[src/rtl/wsr_pkg.sv]
package wsr_pkg;

   typedef enum logic [1:0] {
      RSP_NONE   = 2'd0,
      RSP_ARRAY  = 2'd1,
      RSP_STATUS = 2'd2
   } rsp_sel_e;

   function automatic rsp_sel_e pick_source(input logic rd_act, input logic busy);
      if (!rd_act)
         return RSP_NONE;
      else if (busy)
         return RSP_STATUS;
      else
         return RSP_ARRAY;
   endfunction

endpackage

[src/rtl/wsr_cycle_det.sv]
module wsr_cycle_det (
   input  logic clk,
   input  logic rst_n,
   input  logic ce_n,
   input  logic oe_n,
   output logic rd_act,
   output logic rd_start
);
   logic rd_q;

   assign rd_act   = ~ce_n & ~oe_n;
   assign rd_start = rd_act & ~rd_q;

   always_ff @(posedge clk) begin
      if (!rst_n)
         rd_q <= 1'b0;
      else
         rd_q <= rd_act;
   end
endmodule

[src/rtl/wsr_toggle.sv]
module wsr_toggle (
   input  logic clk,
   input  logic rst_n,
   input  logic adv,
   output logic tog_nxt
);
   logic tog_q;

   assign tog_nxt = adv ? ~tog_q : tog_q;

   always_ff @(posedge clk) begin
      if (!rst_n)
         tog_q <= 1'b0;
      else
         tog_q <= tog_nxt;
   end
endmodule

[src/rtl/wsr_status_mux.sv]
module wsr_status_mux
   import wsr_pkg::*;
#(
   parameter int DATA_W = 8,
   parameter int ADDR_W = 17
) (
   input  logic              rd_act,
   input  logic              busy,
   input  logic              blocked,
   input  logic [ADDR_W-1:0] addr,
   input  logic [ADDR_W-1:0] last_addr,
   input  logic              last_msb,
   input  logic [DATA_W-1:0] arr_data,
   input  logic              tog,
   output logic [DATA_W-1:0] word
);
   localparam int DP_BIT = DATA_W - 1;
   localparam int TB_BIT = DATA_W - 2;

   rsp_sel_e sel;
   logic     hit;
   logic     dp_val;

   assign sel    = pick_source(rd_act, busy);
   assign hit    = (addr == last_addr) & ~blocked;
   assign dp_val = hit ? ~last_msb : arr_data[DP_BIT];

   always_comb begin
      word = '0;
      case (sel)
         RSP_ARRAY:  word = arr_data;
         RSP_STATUS: begin
            word[DP_BIT] = dp_val;
            word[TB_BIT] = tog;
         end
         default:    word = '0;
      endcase
   end
endmodule

[src/rtl/wstat_read_resp.sv]
module wstat_read_resp #(
   parameter int DATA_W  = 8,
   parameter int ADDR_W  = 17,
   parameter bit REG_OUT = 1'b1
) (
   input  logic              clk,
   input  logic              rst_n,
   input  logic              ce_n,
   input  logic              oe_n,
   input  logic [ADDR_W-1:0] rd_addr,
   input  logic [DATA_W-1:0] arr_data,
   input  logic              wr_busy,
   input  logic              wr_blocked,
   input  logic [ADDR_W-1:0] last_addr,
   input  logic              last_msb,
   output logic [DATA_W-1:0] dq_out,
   output logic              dq_oe
);
   localparam int DP_BIT = DATA_W - 1;
   localparam int TB_BIT = DATA_W - 2;
   localparam int RSV_W  = DATA_W - 2;

   if (DATA_W < 3) begin : g_bad_width
      $error("wstat_read_resp: DATA_W must be at least 3");
   end
   if (ADDR_W < 1) begin : g_bad_addr
      $error("wstat_read_resp: ADDR_W must be at least 1");
   end

   logic              rd_act;
   logic              rd_start;
   logic              tog;
   logic [DATA_W-1:0] word;

   wsr_cycle_det u_det (
      .clk      (clk),
      .rst_n    (rst_n),
      .ce_n     (ce_n),
      .oe_n     (oe_n),
      .rd_act   (rd_act),
      .rd_start (rd_start)
   );

   wsr_toggle u_tog (
      .clk     (clk),
      .rst_n   (rst_n),
      .adv     (rd_start),
      .tog_nxt (tog)
   );

   wsr_status_mux #(
      .DATA_W (DATA_W),
      .ADDR_W (ADDR_W)
   ) u_mux (
      .rd_act    (rd_act),
      .busy      (wr_busy),
      .blocked   (wr_blocked),
      .addr      (rd_addr),
      .last_addr (last_addr),
      .last_msb  (last_msb),
      .arr_data  (arr_data),
      .tog       (tog),
      .word      (word)
   );

   if (REG_OUT) begin : g_reg
      logic [DATA_W-1:0] dq_q;
      logic              oe_q;
      logic              busy_q;

      always_ff @(posedge clk) begin
         if (!rst_n) begin
            dq_q   <= '0;
            oe_q   <= 1'b0;
            busy_q <= 1'b0;
         end else begin
            dq_q   <= word;
            oe_q   <= rd_act;
            busy_q <= wr_busy;
         end
      end

      assign dq_out = dq_q;
      assign dq_oe  = oe_q;


      oe_follow_chk: assert property (@(posedge clk) disable iff (!rst_n)
         (!ce_n && !oe_n) |=> dq_oe);

      oe_drop_chk: assert property (@(posedge clk) disable iff (!rst_n)
         (ce_n || oe_n) |=> !dq_oe);

      quiet_bus_chk: assert property (@(posedge clk) disable iff (!rst_n)
         !dq_oe |-> (dq_out == '0));

      array_pass_chk: assert property (@(posedge clk) disable iff (!rst_n)
         (!ce_n && !oe_n && !wr_busy) |=> (dq_out == $past(arr_data)));

      last_inv_chk: assert property (@(posedge clk) disable iff (!rst_n)
         (!ce_n && !oe_n && wr_busy && !wr_blocked && rd_addr == last_addr)
         |=> (dq_out[DP_BIT] == !$past(last_msb)));

      rsv_zero_chk: assert property (@(posedge clk) disable iff (!rst_n)
         (dq_oe && busy_q) |-> (dq_out[RSV_W-1:0] == '0));

      tog_hold_chk: assert property (@(posedge clk) disable iff (!rst_n)
         (dq_oe && $past(dq_oe) && busy_q && $past(busy_q))
         |-> (dq_out[TB_BIT] == $past(dq_out[TB_BIT])));
   end else begin : g_comb
      assign dq_out = word;
      assign dq_oe  = rd_act;


      quiet_bus_chk: assert property (@(posedge clk) disable iff (!rst_n)
         !dq_oe |-> (dq_out == '0));

      rsv_zero_chk: assert property (@(posedge clk) disable iff (!rst_n)
         (dq_oe && wr_busy) |-> (dq_out[RSV_W-1:0] == '0));
   end
endmodule

[config.mk]
export PLATFORM = sky130hd
export DESIGN_NAME = wstat_read_resp
export DESIGN_NICKNAME = d
export VERILOG_FILES = /design/src/rtl/wsr_pkg.sv /design/src/rtl/wsr_cycle_det.sv /design/src/rtl/wsr_toggle.sv /design/src/rtl/wsr_status_mux.sv /design/src/rtl/wstat_read_resp.sv
export SDC_FILE = /design/constraint.sdc
export NUM_CORES = 1
export LEC_CHECK = 0
export BUFFER_PORTS_ARGS = -buffer_cell sky130_fd_sc_hd__buf_2
export CAP_MARGIN = 15
export CELL_PAD_IN_SITES_DETAIL_PLACEMENT = 1
export CELL_PAD_IN_SITES_GLOBAL_PLACEMENT = 1
export CORE_MARGIN = 2
export CORE_UTILIZATION = 22
export DETAILED_ROUTE_END_ITERATION = 10
export PLACE_DENSITY = 0.84
export SLEW_MARGIN = 15
export SYNTH_ARGS = -nofsm -noshare
export SYNTH_HDL_FRONTEND = slang
export SYNTH_SLANG_ARGS = --single-unit
[constraint.sdc]
create_clock -name clk -period 2.1 [get_ports clk]
set_input_delay 0.105 -clock clk [delete_from_list [all_inputs] [get_ports clk]]
set_output_delay 0.105 -clock clk [all_outputs]
set_load 0.02 [all_outputs]
==> Word level (Yosys, flattened, before mapping) <==
Index checks and enable logic that the tools add are counted.
W data, S select, Z words.
{ "word_totals": {"ff_bits": 10, "inputBits": 49, "out_inout_bits": 9, "elab_cells": 22} }
{ "op_classes": {"n_eq_ne": 3, "muxes": 5, "bitwise_logic": 9, "reduce_logical": 1} }
{ "op_table": {"columns": ["op", "n"], "rows": [
  ["$eq A17 B17 Y1", 1],
  ["$not A1 Y1", 6],
  ["$mux W2", 2],
  ["$pmux W2 S2", 1],
  ["$and A1 B1 Y1", 3],
  ["$eq A2 B1 Y1 const B", 1],
  ["$eq A2 B2 Y1 const B", 1],
  ["$mux W1", 2],
  ["$reduce_and A2 Y1", 1]
]} }

==> Logic depth before layout (Yosys ltp) <==
Gate-level depths: netlist (run 1).
{ "depth": {"ltp_word": 5, "mapped_depth": 5, "mapped_depth_nobuf": 5} }

==> Hierarchy <==
A second synthesis (run 1) with hierarchy kept.
{ "hier_totals": {"cells_unflattened": 60, "area_unflattened_um2": 584.3} }
{ "by_module_without_submodules": {"columns": ["module", "n_inst", "cells_each", "area_per_inst_um2", "seq_area_each_um2"], "rows": [
  ["wsr_status_mux", 1, 35, 266.5, 0.0],
  ["wstat_read_resp", 1, 18, 236.5, 180.2],
  ["wsr_cycle_det", 1, 4, 46.3, 20.0],
  ["wsr_toggle", 1, 3, 35.0, 20.0]
]} }

==> Least setup slack after synthesis (run 1) <==
No wires, ideal clock.
{ "synth_timing": {"path_type": "input port to flip-flop", "startpoint": "input last_addr[13]", "endpoint": "register g_reg.dq_q[7], in the netlist dq_out[7]", "setup_time_ns": 0.059, "arrival_ns": 1.132, "required_ns": 2.041, "path_slack_ns": 0.909, "path_stages": 5, "n_path_buf": 0, "path_cell_list": "xor2_1 -> nor4_1 -> nand3_1 -> or4_1 -> nand2_1"} }
{ "synth_via": {"elab_chain_cells": 4} }
{ "synth_lines": {"columns": ["item", "line_no", "text"], "rows": [
  ["start, declared", "wstat_read_resp.sv:14", "input logic [ADDR_W-1:0] last_addr,"],
  ["$eq A17 B17 Y1", "wsr_status_mux.sv:25", "assign hit = (addr == last_addr) & ~blocked;"],
  ["$and A1 B1 Y1", "wsr_status_mux.sv:25", null],
  ["$mux W1", "wsr_status_mux.sv:26", "assign dp_val = hit ? ~last_msb : arr_data[DP_BIT];"],
  ["$pmux W2 S2", "wsr_status_mux.sv:30", "case (sel)"],
  ["end signal, assigned", "wstat_read_resp.sv:77", "dq_q <= word;"],
  ["end, declared", "wstat_read_resp.sv:67", "logic [DATA_W-1:0] dq_q;"]
]} }
Every way passes these cells.
A chain may end at the register's enable or synchronous reset.

==> Worst setup path after layout (run 1) <==
{ "layout_timing": {"startpoint": "register u_det.rd_q", "endpoint": "register g_reg.dq_q[6], in the netlist dq_out[6]"} }
{ "layout_via": {"elab_chain_cells": 4} }
{ "layout_lines": {"columns": ["item", "line_no", "text"], "rows": [
  ["start, declared", "wsr_cycle_det.sv:9", "logic rd_q;"],
  ["start signal, assigned", "wsr_cycle_det.sv:18", "rd_q <= rd_act;"],
  ["$not A1 Y1", "wsr_cycle_det.sv:12", "assign rd_start = rd_act & ~rd_q;"],
  ["$and A1 B1 Y1", "wsr_cycle_det.sv:12", null],
  ["$mux W1", "wsr_toggle.sv:9", "assign tog_nxt = adv ? ~tog_q : tog_q;"],
  ["$pmux W2 S2", "wsr_status_mux.sv:30", null]
]} }
Every way passes these cells.

==> flow_metrics.py, run 1 <==
metrics = {
    "status": {
        "status": "complete, no violations",
    },
    "cts": {
        "ctsResizeCount": 0,
        "clk_pin_slew_ps": 70,
        "cts_buffers": 3,
        "htree_levels": 1,
        "cts_setup_buffers": 0,
        "cts_num_sinks": 10,
        "cts_root_buf": "clkbuf_4",
        "hold_buffers": 0,
        "clock_path_buffers": 2,
        "tritoncts": "yes",
        "clkLatencyLatePin_ps": 260,
    },
    "synth": {
        "syn_avg_cell_area_um2": 9.37,
        "syn_area_um2": 497,
        "synth_top_flop_cell": "dfxtp_1",
        "yosys-top-cells-area": "dfxtp_1, xor2_1, and2_1",
        "synth_commonest_cells": "xor2_1, dfxtp_1, and2_1",
        "synth_top_cell_by_area": "dfxtp_1",
        "synth-seq-area-share_pct": 40.3,
        "synthDistinctLibCells": 14,
        "yosysTopAreaCellShare_pct": 40.3,
        "synth_nets": 102,
        "synth_edf_count": 0,
        "yosysMostFrequentCell": "xor2_1",
        "syn_inst": 53,
        "synth-seq-cells": 10,
        "synthArstFlopShare_pct": 0,
        "yosys_warnings": 0,
    },
    "grt": {
        "grt_util_all_layers_pct": 12.3,
        "grt_max_degree": 7,
        "grt-ovfl-total": 0,
        "antenna_found_initial": 0,
        "grt_pass1_vias": 622,
        "grt_pass1_wl_um": 2460,
    },
    "worst_setup_path": {
        "cp-end-kind": "flip-flop",
        "critical_path.max_fanout": 2,
        "path_class": "reg -> reg",
        "startpoint_type": "flip-flop",
        "cp.arrival_ps": 1350,
        "crit_required_ps": 2280,
    },
    "detailed_routing": {
        "vias_per_cell": 4.15,
        "firstDrtPassIters": 2,
        "ant_nets": 0,
        "wl_per_cell_um": 9.93,
        "vias": 590,
        "drc": 0,
        "wl_um": 1410,
        "drt_iter0_drc": 3,
    },
    "power_and_ir_drop": {
        "swShare_pct": 22.9,
        "worst_ir_drop_vdd_mv": 0.214,
        "leakagePower_nw": 0.471,
        "combPwrFrac_pct": 20.8,
        "switchingPower_w": 0.000105,
        "power_density_nw_per_um2": 539,
        "p_int_w": 0.000354,
        "pwr-share-clk_pct": 36.4,
        "p_seq_share_pct": 42.7,
    },
    "die": {
        "die_h_um": 51.5,
        "dieArea_um2": 2650,
        "rows": 17,
        "core_um2": 2170,
        "start_util_pct": 22.9,
        "die_w_um": 51.5,
        "io-pin-count": 58,
    },
    "timing": {
        "final.setup.tns_ps": 0,
        "holdWs_ps": 39.4,
        "min_period_ps": 1170,
        "hold_violations": 0,
        "layout_setup_ws_ps": 929,
        "final_max_slew_viol_count": 0,
        "slew_headroom_pct": 79.9,
        "worstMarginPinSlew_ps": 301,
        "fmax_mhz": 854,
        "period_share_pct": 55.8,
        "finClkSkew_ps": 5.67,
        "final-setup-viol-count": 0,
        "grt_setup_unrepaired": "no",
    },
    "placement": {
        "pre_cts_slack_ps": 652,
        "placement.io_buffers": 57,
        "hpwl_um": 1300,
        "place_congestion": 0.727,
        "place_inst": 138,
    },
    "cells_and_area": {
        "fillers": 289,
        "drive_above_1_share_pct": 53.5,
        "final_core_util_pct": 39.3,
        "instances_no_fill": 142,
        "finish.net_count": 164,
        "area_growth_pct": 71.8,
        "diodes": 0,
    },
    "flow_run": {
        "maxCapViolations": 0,
    },
    "hold_path": {
        "hp-class": "in -> reg",
    },
}
==> final timing paths <==
check | slack, ps | from | to | cells after the start
max | 930 | u_det.rd_q | dq_out[6] | 5
min | 40 | oe_n | dq_out[6] | 2
max reg2reg | 930 | u_det.rd_q | dq_out[6] | 5
min reg2reg | 610 | u_tog.tog_q | u_tog.tog_q | 2
==> cells in the final DEF (no fill, tap or decap) <==
cell type / instances
or4_1: 1
clkbuf_8: 1
a21oi_1: 1
nor2_1: 3
nand3_1: 1
inv_1: 1
nand2_1: 3
o211ai_1: 1
xor2_1: 17
dfxtp_1: 10
clkbuf_4: 3
nand4b_1: 1
nor4_1: 4
nor3_1: 2
xnor2_1: 1
and2_1: 7
buf_2: 57
==> flip-flops by register name (all words and copies together) (netlist names) <==
signal	flops
dq_out	8
u_det.rd_q	1
u_tog.tog_q	1
==> power by group through the flow <==
stage                     logic (W)  clock network, W  registers (W)
after floorplan           0.0000323                 0       0.000206
after global placement    0.0000927                 0       0.000201
after detailed placement  0.0000975                 0       0.000201
after CTS                 0.0000980          0.000176       0.000197
after global routing       0.000108          0.000189       0.000197
final                     0.0000959          0.000167       0.000197
==> cell families (layout without fill, tap and decap cells) <==
logic type             Yosys count  in the layout  share of synthesized area [%]
AND/OR/NAND/NOR                 22             22                           24.7
XOR/XNOR                        18             18                           31.7
flip-flops                      10             10                           40.3
AO/OA/AOI/OAI                    2              2                           2.52
buffers and inverters            1             62                          0.755
==> stage by stage <==
| stage | total power [W] | area (um^2) |
|---|---|---|
| after floorplan | 0.000238 | 497 |
| after global placement | 0.000294 | 817 |
| after detailed placement | 0.000299 | 817 |
| after CTS | 0.000470 | 853 |
| after global routing | 0.000494 | 853 |
| final | 0.000460 | 853 |
==> layer usage <==
layer / GRT usage (%) / part of all wire (%) / vias to the layer above / wire, um
li1: - / - / 298 / -
met4: 6.58 / 0 / 0 / 0
met3: 3.74 / 15 / 0 / 218
met2: 21.2 / 48 / 44 / 672
met1: 13.5 / 37 / 248 / 520
met5: 0 / 0 / - / 0
==> cell type report <==
| type | instances | area, um^2 | area share (%) |
|---|---|---|---|
| sequential | 10 | 200 | 23.5 |
| timing repair buffer | 57 | 285 | 33.4 |
| clock buffer | 4 | 36.3 | 4.25 |
| inverter | 1 | 3.75 | 0.440 |
| multi-input combinational | 42 | 293 | 34.3 |
| tap | 28 | 35.0 | 4.11 |
==> worst max-delay path: stages, from the launching register on <==
cell,delay [ps]
dfxtp_1,310
nor3_1,230
xor2_1,190
and2_1,170
a21oi_1,70
nor3_1,120
Note: power is estimated with default switching activity, not from simulation.
==> run 2: changes to the inputs <==
--- a/config.mk
+++ b/config.mk
@@ -10,9 +10,9 @@
 export CELL_PAD_IN_SITES_DETAIL_PLACEMENT = 1
 export CELL_PAD_IN_SITES_GLOBAL_PLACEMENT = 1
 export CORE_MARGIN = 2
-export CORE_UTILIZATION = 22
+export CORE_UTILIZATION = 18
 export DETAILED_ROUTE_END_ITERATION = 10
-export PLACE_DENSITY = 0.84
+export PLACE_DENSITY = 0.74
 export SLEW_MARGIN = 15
 export SYNTH_ARGS = -nofsm -noshare
 export SYNTH_HDL_FRONTEND = slang
==> constraint.sdc (replaced) <==
create_clock -name clk -period 1.05 [get_ports clk]
set_input_delay 0.0525 -clock clk [delete_from_list [all_inputs] [get_ports clk]]
set_output_delay 0.0525 -clock clk [all_outputs]
set_load 0.02 [all_outputs]
==> flow_metrics.py, run 2 (synthesized netlist as in run 1, its figures left out) <==
metrics = {
    "status": {
        "status": "complete, no violations",
    },
    "detailed_routing": {
        "route.met3.wl_um": 157,
        "ant_nets": 0,
        "vias_per_cell": 4.00,
        "drt_iter0_drc": 4,
        "wl_met1_um": 525,
        "highest_layer": "met4",
        "wl_per_cell_um": 10.6,
        "vias": 600,
        "drc": 0,
        "firstDrtPassIters": 2,
        "wl_um": 1600,
        "met2_length_um": 907,
    },
    "power_and_ir_drop": {
        "power_density_nw_per_um2": 910,
        "pwr-share-clk_pct": 27.8,
        "switchingPower_w": 0.000212,
        "worst_ir_drop_vdd_mv": 0.622,
        "combPwrFrac_pct": 26.9,
        "p_seq_share_pct": 45.3,
        "p_int_w": 0.000659,
        "leakagePower_nw": 0.502,
        "swShare_pct": 24.3,
    },
    "placement": {
        "place_congestion": 0.634,
        "place_area_um2": 835,
        "placement.io_buffers": 57,
        "pre_cts_slack_ps": -325,
    },
    "worst_setup_path": {
        "path_class": "in -> reg",
        "startpoint_type": "primary input",
        "critical_path.max_fanout": 2,
        "crit_required_ps": 1250,
        "cp-end-kind": "flip-flop",
        "cp.arrival_ps": 1240,
        "r2r_cells": 5,
        "worst-r2r-setup-slack_ps": 50,
    },
    "timing": {
        "final_max_slew_viol_count": 0,
        "slew_headroom_pct": 78.7,
        "layout_setup_ws_ps": 4.51,
        "period_share_pct": 99.6,
        "final-setup-viol-count": 0,
        "fmax_mhz": 956,
        "worstMarginPinSlew_ps": 318,
        "finClkSkew_ps": 0.103,
        "min_period_ps": 1050,
        "hold_violations": 0,
        "grt_setup_unrepaired": "yes",
    },
    "die": {
        "die_h_um": 56.5,
        "core_um2": 2690,
        "io-pin-count": 58,
        "rows": 19,
        "dieArea_um2": 3200,
        "die_w_um": 56.5,
        "start_util_pct": 18.5,
    },
    "cts": {
        "clk_pin_slew_ps": 60,
        "clock_path_buffers": 2,
        "tritoncts": "yes",
        "clkLatencyLatePin_ps": 250,
        "cts_setup_buffers": 0,
        "cts_buffers": 3,
        "htree_levels": 1,
        "cts_root_buf": "clkbuf_4",
        "cts_num_sinks": 10,
    },
    "grt": {
        "grt_pass1_wl_um": 2640,
        "grt_pass1_vias": 653,
        "grt-ovfl-total": 0,
        "antenna_found_initial": 0,
        "grt_util_all_layers_pct": 10.8,
        "grt_max_degree": 7,
    },
    "cells_and_area": {
        "finish.net_count": 170,
        "area_growth_pct": 92.7,
        "final_common_cell": "buf_2",
        "diodes": 0,
        "largest_register_ffs": 8,
        "finalInstanceArea_um2": 957,
        "final_core_util_pct": 35.6,
        "drive_above_1_share_pct": 58.0,
        "final_cell_mix": "buf_2, xor2_1, dfxtp_1",
    },
    "flow_run": {
        "maxCapViolations": 0,
    },
    "hold_path": {
        "min_delay_path_depth": 2,
        "hp-class": "in -> reg",
    },
}
[run 2: critical path: stages]
cell     delay [ps]
buf_6           100
xor2_2          160
nor4_2          280
nand3_1         110
or4_1           470
nand2_1          70
[run 2: final timing paths]
path,from,to
setup / recovery,rd_addr[0],dq_out[7]
hold / removal,arr_data[1],dq_out[1]
hold reg to reg,u_tog.tog_q,u_tog.tog_q
setup reg to reg,u_det.rd_q,dq_out[6]
[run 2: layer usage]
layer,vias to the layer above,global-route usage [%]
li1,307,-
met5,-,0
met1,254,10.3
met4,0,5.10
met3,2,2.30
met2,37,21.3
[run 2: stage by stage]
| step | setup TNS [ps] | cells | hold WS [ps] | total power (W) |
|---|---|---|---|---|
| after floorplan | -88.3 | 53 | 129 | 0.000478 |
| after global placement | -346 | 142 | 258 | 0.000592 |
| after detailed placement | -373 | 142 | 260 | 0.000602 |
| after CTS | -53.4 | 149 | 0.512 | 0.000859 |
| after global routing | -121 | 150 | 9.86 | 0.000936 |
| final | 0 | 150 | 5.72 | 0.000871 |
[run 2: layout make-up]
| class | count | area (um^2) |
|---|---|---|
| repair buffers | 63 | 362 |
| clock buffers | 3 | 22.5 |
| fillers | 332 | 1730 |
| inverters | 1 | 3.75 |
| flip-flops and latches | 10 | 201 |
| well taps | 31 | 38.8 |
| multi-input cells | 42 | 329 |
[run 2: what timing repair did]
item / 4_1_cts / 5_1_grt
pin swaps: 2 / 2
hold buffers: 4 / 1
endpoints found under the setup margin: 2 / 2
hold endpoints to repair: 4 / 1
gates resized for setup: 0 / 9
[run 2: power by group through the flow]
stage | registers [W] | clock network [W] | logic (W)
floorplan | 0.000412 | 0 | 0.0000652
global placement | 0.000402 | 0 | 0.000190
detailed placement | 0.000403 | 0 | 0.000199
CTS | 0.000394 | 0.000254 | 0.000212
global route | 0.000395 | 0.000282 | 0.000260
finish | 0.000394 | 0.000242 | 0.000234
